File: src/rtl/eeprom_page_writer.sv
module eeprom_page_writer #(
  parameter int ADDR_W       = 8,
  parameter int PAGE_W       = 4,
  parameter int WRITE_CYCLES = 40,
  parameter logic [3:0] DEV_TYPE = 4'b1010
) (
  input  logic              clk,
  input  logic              rst_n,
  input  logic [2:0]        chip_sel,
  input  logic              wp_block,
  input  logic              ev_start,
  input  logic              ev_stop,
  input  logic              ev_byte,
  input  logic [7:0]        rx_byte,
  output logic              ack_vld,
  output logic              ack_n,
  output logic              busy,
  output logic              mem_we,
  output logic [ADDR_W-1:0] mem_addr,
  output logic [7:0]        mem_wdata
);
  localparam int PAGE  = 1 << PAGE_W;
  localparam int TMR_W = $clog2(WRITE_CYCLES) + 1;
  localparam logic [TMR_W-1:0] PAGE_T = TMR_W'(PAGE);
  localparam logic [TMR_W-1:0] LAST_T = TMR_W'(WRITE_CYCLES - 1);

  typedef enum logic [1:0] {PH_IDLE, PH_DEV, PH_WADR, PH_DATA} phase_t;

  phase_t            phase;
  logic [ADDR_W-1:0] waddr;
  logic [PAGE-1:0]   mask;
  logic [7:0]        pbuf [PAGE];
  logic [TMR_W-1:0]  tmr;
  logic              blk;

  wire              dev_hit = rx_byte[7:4] == DEV_TYPE && rx_byte[3:1] == chip_sel;
  wire [PAGE_W-1:0] slot    = tmr[PAGE_W-1:0];

  assign mem_we    = busy && !blk && tmr < PAGE_T && mask[slot];
  assign mem_addr  = {waddr[ADDR_W-1:PAGE_W], slot};
  assign mem_wdata = pbuf[slot];

  always_ff @(posedge clk) begin
    if (!rst_n) begin
      phase   <= PH_IDLE;
      waddr   <= '0;
      mask    <= '0;
      tmr     <= '0;
      blk     <= 1'b0;
      busy    <= 1'b0;
      ack_vld <= 1'b0;
      ack_n   <= 1'b1;
    end else begin
      ack_vld <= ev_byte;
      if (busy) begin
        if (ev_byte) ack_n <= 1'b1;
        tmr <= tmr + 1'b1;
        if (tmr == LAST_T) busy <= 1'b0;
      end else if (ev_start) begin
        phase <= PH_DEV;
      end else if (ev_stop) begin
        phase <= PH_IDLE;
        if (phase == PH_DATA && |mask) begin
          busy <= 1'b1;
          tmr  <= '0;
          blk  <= wp_block;
        end
      end else if (ev_byte) begin
        ack_n <= 1'b0;
        unique case (phase)
          PH_DEV: begin
            ack_n <= !dev_hit;
            phase <= (dev_hit && !rx_byte[0]) ? PH_WADR : PH_IDLE;
          end
          PH_WADR: begin
            waddr <= rx_byte[ADDR_W-1:0];
            mask  <= '0;
            phase <= PH_DATA;
          end
          PH_DATA: begin
            pbuf[waddr[PAGE_W-1:0]] <= rx_byte;
            mask[waddr[PAGE_W-1:0]] <= 1'b1;
            waddr[PAGE_W-1:0]       <= waddr[PAGE_W-1:0] + PAGE_W'(1);
          end
          default: ack_n <= 1'b1;
        endcase
      end
    end
  end
endmodule

File: config.mk
export PLATFORM = sky130hd
export DESIGN_NAME = eeprom_page_writer
export DESIGN_NICKNAME = d
export VERILOG_FILES = /design/src/rtl/eeprom_page_writer.sv
export SDC_FILE = /design/constraint.sdc
export NUM_CORES = 1
export LEC_CHECK = 0
export ABC_AREA = 0
export BUFFER_PORTS_ARGS = -buffer_cell sky130_fd_sc_hd__buf_2
export CELL_PAD_IN_SITES_DETAIL_PLACEMENT = 0
export CELL_PAD_IN_SITES_GLOBAL_PLACEMENT = 1
export CORE_MARGIN = 1.5
export CORE_UTILIZATION = 35
export CTS_CLUSTER_DIAMETER = 100
export DETAILED_ROUTE_END_ITERATION = 8
export GPL_ROUTABILITY_DRIVEN = 0
export GPL_TIMING_DRIVEN = 0
export HOLD_SLACK_MARGIN = 0.08
export MAX_ROUTING_LAYER = met4
export PLACE_DENSITY_LB_ADDON = 0.1
export REMOVE_ABC_BUFFERS = 1
export SLEW_MARGIN = 25
export SYNTH_ARGS = -nofsm -noshare
export SYNTH_HDL_FRONTEND = slang
export SYNTH_SLANG_ARGS = --single-unit
File: constraint.sdc
create_clock -name clk -period 3.78 [get_ports clk]
set_input_delay 0.756 -clock clk [delete_from_list [all_inputs] [get_ports clk]]
set_output_delay 0.756 -clock clk [all_outputs]
set_load 0.02 [all_outputs]
; ---- After elaboration in Yosys (flattened, before gate mapping)
; Memories as Yosys holds them, arrays and structs flattened. A register that Yosys moved wholly into a read port is not among the register bits.
; Cells that the tools add are included.
[word_totals]
output_inout_bits = 20
mem_count = 1
register_bits = 37
wordCells = 86
ramBits = 128
[memory_table]
columns = name, words, width, rd, rd_ports_with_merged_regs, write_ports, line
row1 = pbuf, 16, 8, 1, 1, 1, 32  ; logic [7:0] pbuf [PAGE];
[classes]
n_bitwise = 4
eq_ne = 8
n_lt_le_gt_ge = 4
mux = 35
add_sub_neg = 2
reduce_logical = 23
[ops]
columns = operator, count
row1 = one-hot mux 16 bit (2 select lines), 1
row2 = two-way mux 7 bit, 4
row3 = two-way mux 1 bit, 19
row4 = bitwise OR 16 bit, 1
row5 = OR reduction 16 bit, 1
row6 = "< comparator 4 x 5 -> 1 bit, second input constant", 2
row7 = AND reduction 5 bit, 2
row8 = AND reduction 3 bit, 3
row9 = two-way mux 2 bit, 4
row10 = two-way mux 4 bit, 2
row11 = one-hot mux 4 bit (2 select lines), 1
row12 = "adder 7 x 1 -> 7 bit, second input constant", 1
row13 = "equality test 7 x 6 -> 1 bit, second input constant", 1
row14 = logical AND 1 bit, 7
row15 = "< comparator 7 x 5 -> 1 bit, second input constant", 1
row16 = nonzero test 2 bit, 3
row17 = "adder 4 x 1 -> 4 bit, second input constant", 1
row18 = binary-select mux 1 bit (select 4 bit), 1
row19 = demux 1 bit (select 4 bit), 1
row20 = "equality test 2 bit, second input constant", 2
row21 = "equality test 4 bit, second input constant", 1
row22 = ">= comparator 4 x 1 -> 1 bit, second input constant", 1
row23 = "!= test 2 x 1 -> 1 bit, second input constant", 2
row24 = one-hot mux 2 bit (2 select lines), 1
row25 = other kinds (9), 13

; ---- Depth between registers and ports, before layout
; Gate-level depths: netlist (run 1).
[depth]
word_depth = 8
ltp_mapped = 8
mapped_depth_nobuf = 6

; ---- Worst setup path after synthesis (run 1)
; Ideal clock, no wire load.
[synth_path]
path_kind = register -> output
start = register tmr[2]
end = output port mem_we
arrival_time_ns = 1.676
path_slack_ns = 1.348
stages_incl_launch_ff = 5
t_required_ns = 3.024
path_cell_list = dfxtp_1 > buf_6 > mux4_1 > mux4_2 > and3_1
[synth_via]
elab_chain_cells = 3
elab_cells_between_ends = 5
classes_between = order compare (1) / mux (2) / reduce/logical (2)
[synth_rtl]
columns = item, line
row1 = from (decl), 33  ; logic [TMR_W-1:0] tmr;
row2 = from (signal assigned), 57  ; tmr <= tmr + 1'b1;
row3 = < comparator 7 x 5 -> 1 bit or binary-select mux 1 bit (select 4 bit) (tied branches), 39  ; assign mem_we = busy && !blk && tmr < PAGE_T && mask[slot];
row4 = logical AND 1 bit or two-way mux 1 bit (tied branches), 39
row5 = logical AND 1 bit (*), 39
row6 = to (decl), 18  ; output logic mem_we,
; Mark *: on every way between the ends. The rest lies on a longest branch, timed or not. The select of a mux whose other input is x is not followed.

; ---- Final worst setup path (run 1)
; Ends and elaborated chain as after synthesis.

==> results.sh, run 1 <==
export IMPL_grt_pass1_wl_um=23930
export IMPL_drtIter0Drc=148
export IMPL_start_util=0.3558
export IMPL_worstMarginPinSlew_ns=0.8729
export IMPL_rows=51
export IMPL_port_buffers=36
export IMPL_intPower_w=0.002983
export IMPL_period_share=0.8462
export IMPL_status="finished clean"
export IMPL_power_frac_comb=0.017
export IMPL_synth_xor_area_frac=0.007613
export IMPL_power_density_nw_per_um2=474.7
export IMPL_hpwl_um=10260
export IMPL_cts_resized_gates=0
export IMPL_fin_crit_ns=3.199
export IMPL_numCtsBuffers=17
export IMPL_synth_top_area_share=0.5568
export IMPL_drc=0
export IMPL_grt_pass1_vias=3958
export IMPL_areaGrowthSynthToFinish_pct=14.59
export IMPL_peakVddDrop_mv=0.3085
export IMPL_required_ns=3.02
export IMPL_io_pins=37
export IMPL_finalSetupViolations=0
export IMPL_cts_tree="built"
export IMPL_worstSetupEndpointType="output port"
export IMPL_htree_levels=4
export IMPL_worstPathArrival_ns=2.44
export IMPL_design_core_area_um2=19400
export IMPL_grt_start_max_net_pins=29
export IMPL_pre_cts_ws_ns=0.8638
export IMPL_final_cell_mix="128 x edfxtp_1, 44 x nor2_1, 39 x dfxtp_1"
export IMPL_synth_top_family_by_area="multiplexers"
export IMPL_holdWs_ns=0.4610
export IMPL_synth_warnings=0
export IMPL_cts_sink_count=169
export IMPL_diodes=0
export IMPL_synth_area_leaders="edfxtp_1 56%, dfxtp_1 12%, mux4_2 11%, nor2_1 2.4%, a22oi_1 1.7%"
export IMPL_final_nets=497
export IMPL_vias_per_cell=5.087
export IMPL_multi_input_comb_area_um2=2072
export IMPL_ff_latch_area_um2=4669
export IMPL_detail_route_antenna_nets=0
export IMPL_hold_path_class="reg2reg"
export IMPL_yosys_cell_types_count=46
export IMPL_async_reset_ff_frac=0
export IMPL_netlist_area_um2=6903
export IMPL_maxSlewHeadroom=0.4159
export IMPL_worstSetupStartpointType="register"
export IMPL_totalWireLength_um=15600
export IMPL_switchingPower_w=0.0007717
export IMPL_mostFrequentLayoutCell="edfxtp_1"
export IMPL_rsz0062_at_grt="false"
export IMPL_critPathKind="reg2out"
export IMPL_finalWorstSetupSlack_ns=0.5812
export IMPL_synth_edf_count=128
export IMPL_skew_ns=0.008449
export IMPL_switching_share=0.2055
export IMPL_drtPass1Iterations=4
export IMPL_synthCells=445
export IMPL_layout_drive_gt1_share=0.2330
export IMPL_placed_area_um2=7335
export IMPL_synth_adder_area_share=0.01450
export IMPL_design_area_um2=7910
export IMPL_cts_hold_buf=0
export IMPL_fmax_ghz=0.3126
export IMPL_tns_ns=0
export IMPL_p_leak_nw=2.562
export IMPL_post_cts_setup_buffers=0
export IMPL_dr_total_vias=3815
export IMPL_synth_area_mux_share=0.1267
export IMPL_gr_total_overflow=0
export IMPL_antenna_found_initial=0
export IMPL_die_w_um=143.4
export IMPL_critPathMaxFanout=9
export IMPL_finalPower_w=0.003755
export IMPL_seq_area_frac_synth=0.6757
export IMPL_n_fill_cell=1843
export IMPL_hold_violations=0
export IMPL_seqPwrFrac=0.531
export IMPL_dieArea_um2=20570
export IMPL_root_buffer="clkbuf_16"
export IMPL_clkPwrFrac=0.452
export IMPL_track_usage=0.1686
export IMPL_routedWlPerCell_um=20.80
export IMPL_die_h_um=143.4
export IMPL_clk_pin_slew_worst_paths_ns=0.07
export IMPL_drv_cap=0
export IMPL_drv_slew=0
export IMPL_syn_avg_cell_area_um2=15.51
export IMPL_clock_latency_ns=0.43
export IMPL_synth_area_leader_cell="edfxtp_1"
export IMPL_synth_compound_area_frac=0.05982
export IMPL_ys_seq_elements=169
export IMPL_yosys_area_share_simple=0.08864
export IMPL_clockBufferDepth=2
export IMPL_ys_flop_type="edfxtp_1"
==> kinds of logic (layout without fill, tap and decap cells) <==
logic type	after synthesis	in the layout
muxes	40	40
xor gates and xnor gates	6	6
buffers and inverters	37	77
AOI/OAI and AO/OA	62	62
and+or+nand+nor	123	123
adders and majority gates	8	8
DFF	169	169
==> path summary, 6_finish.rpt <==
check / from / end / slack [ns] / cells after the start
max: tmr[2] / mem_we / 0.58 / 4
min: waddr[6] / waddr[6] / 0.46 / 2
max reg2reg: phase[0] / pbuf[8][1] / 1.06 / 5
min reg2reg: waddr[6] / waddr[6] / 0.46 / 2
==> synthesized netlist by cell type, types with 4 or more instances <==
cell and number:
buf_2 5, nand3_1 6, clkbuf_1 13, a31oi_1 16, inv_1 7, nor4_1 6, a22oi_1 16, o21ai_0 4
nor3_1 5, nand2_1 29, nand2b_1 5, nor2b_1 7, ha_1 8, edfxtp_1 128, dfxtp_1 41, nand4_1 4
nor2_1 44, buf_4 9, o22ai_1 4, a21oi_1 10, mux4_2 34
==> state kept, by name, summed over array words and instances (netlist names), named ones only <==
| register | cells |
|---|---|
| ack_vld | 1 |
| blk | 1 |
| busy | 1 |
| mask | 16 |
| ack_n | 1 |
| pbuf | 128 |
| phase | 2 |
| tmr | 7 |
| waddr | 8 |
==> through the flow <==
stage,utilization,std cells
2_1_floorplan,-,415
3_3_place_gp,0.3740,716
3_5_place_dp,0.3781,718
4_1_cts,0.4078,750
5_1_grt,0.4078,750
6_report,0.4078,750
==> worst max-delay path, stage by stage, from the launching register on <==
cell and delay (ns):
dfxtp_1 0.56, mux4_1 0.62, mux4_2 0.49, and3_1 0.20, buf_2 0.15
==> cell type report <==
type	instances	area share
tap	265	0.04192
multi-input combinational	239	0.2619
clock buffer	18	0.05426
timing repair buffer	38	0.02974
inverter	7	0.003322
sequential	169	0.5903
clock inverter	14	0.01851
==> power by group through the flow <==
stage	registers, W	clock network (W)	logic [W]
floorplan	0.00204	0	0.0000183
global placement	0.00204	0	0.0000637
detailed placement	0.00203	0	0.0000669
CTS	0.00199	0.00174	0.0000671
global route	0.00199	0.00181	0.0000729
finish	0.00199	0.00170	0.0000649
==> metal layers <==
layer	track usage	routed length, um	vias up	share of wire
li1	-	-	1791	-
met2	0.2705	7706	54	0.49
met5	-	0	-	0
met1	0.2134	7209	1947	0.46
met3	0.03399	430	23	0.028
met4	0.05961	251	0	0.016
(Power assumes the default switching activity.)
==> inputs of run 2 (changes only) <==
Clock period 3.78 ns to 2.7 ns, I/O delays scaled along.
==> results.sh, run 2 (synthesis gave the netlist of run 1 again) <==
export IMPL_status="complete, but fails checks"
export IMPL_failed_checks="setup timing"
export IMPL_intPower_w=0.004175
export IMPL_htree_levels=4
export IMPL_finalSetupViolations=1
export IMPL_track_usage=0.1707
export IMPL_rr_worst_depth=5
export IMPL_largest_reg_flops=128
export IMPL_dp_cells=718
export IMPL_fmax_ghz=0.3699
export IMPL_cts_tree="built"
export IMPL_fin_crit_ns=2.703
export IMPL_setup_worst_path_start="tmr[2]"
export IMPL_r2r_end="pbuf[13][1]"
export IMPL_worstPathArrival_ns=2.16
export IMPL_hold_path_class="in2reg"
export IMPL_switchingPower_w=0.001078
export IMPL_required_ns=2.16
export IMPL_hold_violations=0
export IMPL_worstSetupEndpointType="output port"
export IMPL_mostFrequentLayoutCell="edfxtp_1"
export IMPL_cp_slowest_cell="mux4_2"
export IMPL_critPathKind="reg2out"
export IMPL_root_buffer="clkbuf_16"
export IMPL_worstMarginPinSlew_ns=0.8438
export IMPL_die_h_um=143.4
export IMPL_dieArea_um2=20570
export IMPL_clockBufferDepth=2
export IMPL_drtIter0Drc=192
export IMPL_skew_ns=0.009392
export IMPL_cts_sink_count=169
export IMPL_diodes=0
export IMPL_die_w_um=143.4
export IMPL_fin_util=0.4178
export IMPL_vias_per_cell=5.113
export IMPL_totalWireLength_um=15900
export IMPL_clock_latency_ns=0.43
export IMPL_design_core_area_um2=19400
export IMPL_clkPwrFrac=0.452
export IMPL_p_leak_nw=2.562
export IMPL_grt_start_max_net_pins=22
export IMPL_critPathMaxFanout=5
export IMPL_rsz0062_at_grt="true"
export IMPL_rows=51
export IMPL_timing_rr_start="phase[0]"
export IMPL_final_nets=502
export IMPL_drtPass1Iterations=4
export IMPL_power_density_nw_per_um2=648.2
export IMPL_layout_drive_gt1_share=0.2939
export IMPL_drv_slew=0
export IMPL_areaGrowthSynthToFinish_pct=17.40
export IMPL_seqPwrFrac=0.531
export IMPL_drc=0
export IMPL_worstPathBufferInverterCount=1
export IMPL_port_buffers=36
export IMPL_clk_pin_slew_worst_paths_ns=0.07
export IMPL_ff2ff_setup_slack_ns=0.24
export IMPL_crit_path_max_incr_delay_ns=0.51
export IMPL_switching_share=0.2053
export IMPL_grt_pass1_vias=3976
export IMPL_crit_family="multiplexers"
export IMPL_pre_cts_ws_ns=-0.07379
export IMPL_period_share=1.001
export IMPL_power_frac_comb=0.017
export IMPL_antenna_found_initial=0
export IMPL_maxSlewHeadroom=0.4368
export IMPL_peakVddDrop_mv=0.4224
export IMPL_crit_chain="mux4_2 > mux4_2 > and3_1 > buf_2"
export IMPL_gr_total_overflow=0
export IMPL_routedWlPerCell_um=21.06
export IMPL_instances_no_fill=755
export IMPL_io_pins=37
export IMPL_hpwl_um=10260
export IMPL_finalWorstSetupSlack_ns=-0.003184
export IMPL_drv_cap=0
export IMPL_numCtsBuffers=17
export IMPL_critical_path_endpoint="mem_we"
export IMPL_grt_pass1_wl_um=24200
export IMPL_detail_route_antenna_nets=0
export IMPL_start_util=0.3558
export IMPL_dr_total_vias=3860
export IMPL_worstSetupStartpointType="register"
export IMPL_crit_top_cell="mux4_2"
export IMPL_cts_hold_buf=0
export IMPL_final_cell_mix="128 x edfxtp_1, 37 x mux4_2, 37 x dfxtp_1"
export IMPL_cp_depth=4
==> run 2: final cells by class <==
type / instances / area, um^2
Fill cell: 1830 / 11290
Sequential cell: 169 / 4677
Multi-Input combinational cell: 239 / 2173
Clock buffer: 18 / 429.2
Tap cell: 265 / 331.6
Timing Repair Buffer: 43 / 320.3
Clock inverter: 14 / 146.4
Inverter: 7 / 26.28
==> run 2: tightest hold or removal path, cell delays in order <==
cell     delay [ns]
buf_2          0.09
nand2_1        0.04
mux2i_1        0.05
==> run 2: repair_timing <==
action                     4_1_cts  5_1_grt
cloned                           1        1
pin swaps                        0        2
setup endpoints to repair       67       93
buffers inserted                 3        1
gates resized for setup         21       19
==> run 2: per-stage QoR <==
step | total power [W] | TNS (ns) | cell area [um^2] | hold WS (ns)
after global placement | 0.002939 | -23.12 | 7254 | 0.4466
final | 0.005253 | -0.003184 | 8104 | 0.3543
after CTS | 0.005322 | -0.06928 | 8025 | 0.3382
after floorplan | 0.002878 | -2.156 | 6743 | 0.4349
after global routing | 0.005418 | -0.06752 | 8104 | 0.3420
after detailed placement | 0.002943 | -1.418 | 7335 | 0.4552
==> run 2: worst min path at each step <==
| stage | startpoint | end | slack (ns) | depth (start not counted) |
|---|---|---|---|---|
| 4_1_cts | wp_block | blk | 0.34 | 3 |
| 5_1_grt | wp_block | blk | 0.34 | 3 |
| 6_report | wp_block | blk | 0.35 | 3 |
| 2_1_floorplan | blk | blk | 0.43 | 2 |
| 3_5_place_dp | waddr[7] | waddr[7] | 0.46 | 2 |
| 3_3_place_gp | waddr[7] | waddr[7] | 0.45 | 2 |
==> run 2: power groups by stage <==
stage / Clock [W] / Combinational (W) / Sequential (W)
detailed placement: 0 / 0.0000936 / 0.00285
global placement: 0 / 0.0000891 / 0.00285
finish: 0.00237 / 0.0000904 / 0.00279
CTS: 0.00244 / 0.0000940 / 0.00279
floorplan: 0 / 0.0000256 / 0.00285
global route: 0.00253 / 0.000102 / 0.00279
==> run 2: per-layer routing <==
metal	part of all wire	global-route usage	vias up	routed length (um)
met4	0.016	0.05961	0	257
met3	0.037	0.03399	22	583
met5	0	-	-	0
met1	0.45	0.2182	1952	7228
met2	0.49	0.2720	78	7831
li1	-	-	1808	-
==> inputs of run 3 (changes only) <==
Settings changed: RECOVER_POWER from default to 25.
==> results.sh, run 3 (synthesis gave the netlist of run 1 again) <==
export IMPL_hold_violations=0
export IMPL_p_leak_nw=2.545
export IMPL_htree_levels=4
export IMPL_drtPass1Iterations=4
export IMPL_root_buffer="clkbuf_16"
export IMPL_track_usage=0.1707
export IMPL_grt_pass1_wl_um=24200
export IMPL_mostFrequentLayoutCell="edfxtp_1"
export IMPL_die_h_um=143.4
export IMPL_cts_tree="built"
export IMPL_drv_cap=0
export IMPL_largest_reg_flops=128
export IMPL_dp_cells=718
export IMPL_switching_share=0.2057
export IMPL_clockBufferDepth=2
export IMPL_port_buffers=36
export IMPL_cp_slowest_cell="mux4_2"
export IMPL_maxSlewHeadroom=0.3659
export IMPL_totalWireLength_um=15970
export IMPL_cts_sink_count=169
export IMPL_numCtsBuffers=17
export IMPL_fmax_ghz=0.3697
export IMPL_required_ns=2.16
export IMPL_layout_drive_gt1_share=0.2816
export IMPL_worstMarginPinSlew_ns=0.9511
export IMPL_finalSetupViolations=1
export IMPL_period_share=1.002
export IMPL_final_cell_mix="128 x edfxtp_1, 37 x mux4_2, 37 x dfxtp_1"
export IMPL_rsz0062_at_grt="true"
export IMPL_drtIter0Drc=180
export IMPL_rows=51
export IMPL_final_nets=502
export IMPL_instances_no_fill=755
export IMPL_areaGrowthSynthToFinish_pct=17.29
export IMPL_status="complete, but fails checks"
export IMPL_power_frac_comb=0.017
export IMPL_failed_checks="setup timing"
export IMPL_worstPathArrival_ns=2.16
export IMPL_critPathMaxFanout=5
export IMPL_seqPwrFrac=0.531
export IMPL_grt_start_max_net_pins=22
export IMPL_drv_slew=0
export IMPL_hold_path_class="in2reg"
export IMPL_clkPwrFrac=0.452
export IMPL_die_w_um=143.4
export IMPL_crit_chain="mux4_2 > mux4_2 > and3_1 > buf_2"
export IMPL_dieArea_um2=20570
export IMPL_worstSetupEndpointType="output port"
export IMPL_finalWorstSetupSlack_ns=-0.004744
export IMPL_clock_latency_ns=0.43
export IMPL_crit_path_max_incr_delay_ns=0.51
export IMPL_critPathKind="reg2out"
export IMPL_peakVddDrop_mv=0.4242
export IMPL_gr_total_overflow=0
export IMPL_fin_crit_ns=2.705
export IMPL_intPower_w=0.004174
export IMPL_io_pins=37
export IMPL_detail_route_antenna_nets=0
export IMPL_dr_total_vias=3879
export IMPL_skew_ns=0.009331
export IMPL_worstPathBufferInverterCount=1
export IMPL_switchingPower_w=0.001081
export IMPL_finalPower_w=0.005255
export IMPL_clk_pin_slew_worst_paths_ns=0.07
export IMPL_hpwl_um=10260
export IMPL_crit_family="multiplexers"
export IMPL_drc=0
export IMPL_design_core_area_um2=19400
export IMPL_grt_pass1_vias=3976
export IMPL_antenna_found_initial=0
export IMPL_vias_per_cell=5.138
export IMPL_routedWlPerCell_um=21.15
export IMPL_start_util=0.3558
export IMPL_crit_top_cell="mux4_2"
export IMPL_worstSetupStartpointType="register"
export IMPL_fin_util=0.4174
export IMPL_power_density_nw_per_um2=649.0
export IMPL_diodes=0
## run 3: cell types whose count changed in the layout (fill, tap and decap cells not counted)
cell      delta
buf_2        -6
clkbuf_1     +6
## run 3: layer usage
layer  wire length [um]  vias to the layer above  global-route usage
li1                   -                     1806                   -
met1               7392                     1971              0.2182
met2               7780                       77              0.2720
met3                509                       25             0.03399
met4                290                        0             0.05961
met5                  0                        -                   -
## run 3: path summary, 6_finish.rpt
check	startpoint	end	slack (ns)	cells past startpoint
setup reg to reg	phase[0]	pbuf[13][3]	0.23	5
hold reg to reg	waddr[6]	waddr[6]	0.46	2
hold / removal	wp_block	blk	0.35	3
setup / recovery	tmr[2]	mem_we	-0.005	4
## run 3: worst register-to-register path, delay by kind of cell, from the launching register on
kind / cells / cell delay, ns
fa+ha+maj: 1 / 0.36
flops: 1 / 0.39
simple gates: 4 / 1.37
## run 3: per-stage QoR
step                      hold WS (ns)  setup slack [ns]  cell area [um^2]   TNS [ns]
after detailed placement        0.4552          -0.07379              7335     -1.418
final                           0.3534         -0.004744              8097  -0.004744
after CTS                       0.3382          -0.06928              8025   -0.06928
after global routing            0.3420          -0.06752              8097   -0.06752
after global placement          0.4466            -1.238              7254     -23.12
after floorplan                 0.4349           -0.2713              6743     -2.156
## run 3: final cells by class
| type | instances | area, um^2 |
|---|---|---|
| flip-flops and latches | 169 | 4677 |
| multi-input cells | 239 | 2173 |
| repair buffers | 43 | 312.8 |
| well taps | 265 | 331.6 |
| clock inverters | 14 | 146.4 |
| clock buffers | 18 | 429.2 |
| fillers | 1835 | 11300 |
| inverters | 7 | 26.28 |
## run 3: what timing repair did
action	4_1_cts	5_1_grt
setup buffers	3	1
pin swaps	0	2
cloned	1	1
hold buffers	0	0
setup endpoints to repair	67	93
resized for setup	21	19
## run 3: power groups by stage
stage          clock network (W)  registers (W)  logic [W]
3_5_place_dp                   0        0.00285  0.0000936
3_3_place_gp                   0        0.00285  0.0000891
5_1_grt                  0.00253        0.00279   0.000101
6_report                 0.00237        0.00279  0.0000901
2_1_floorplan                  0        0.00285  0.0000256
4_1_cts                  0.00244        0.00279  0.0000940
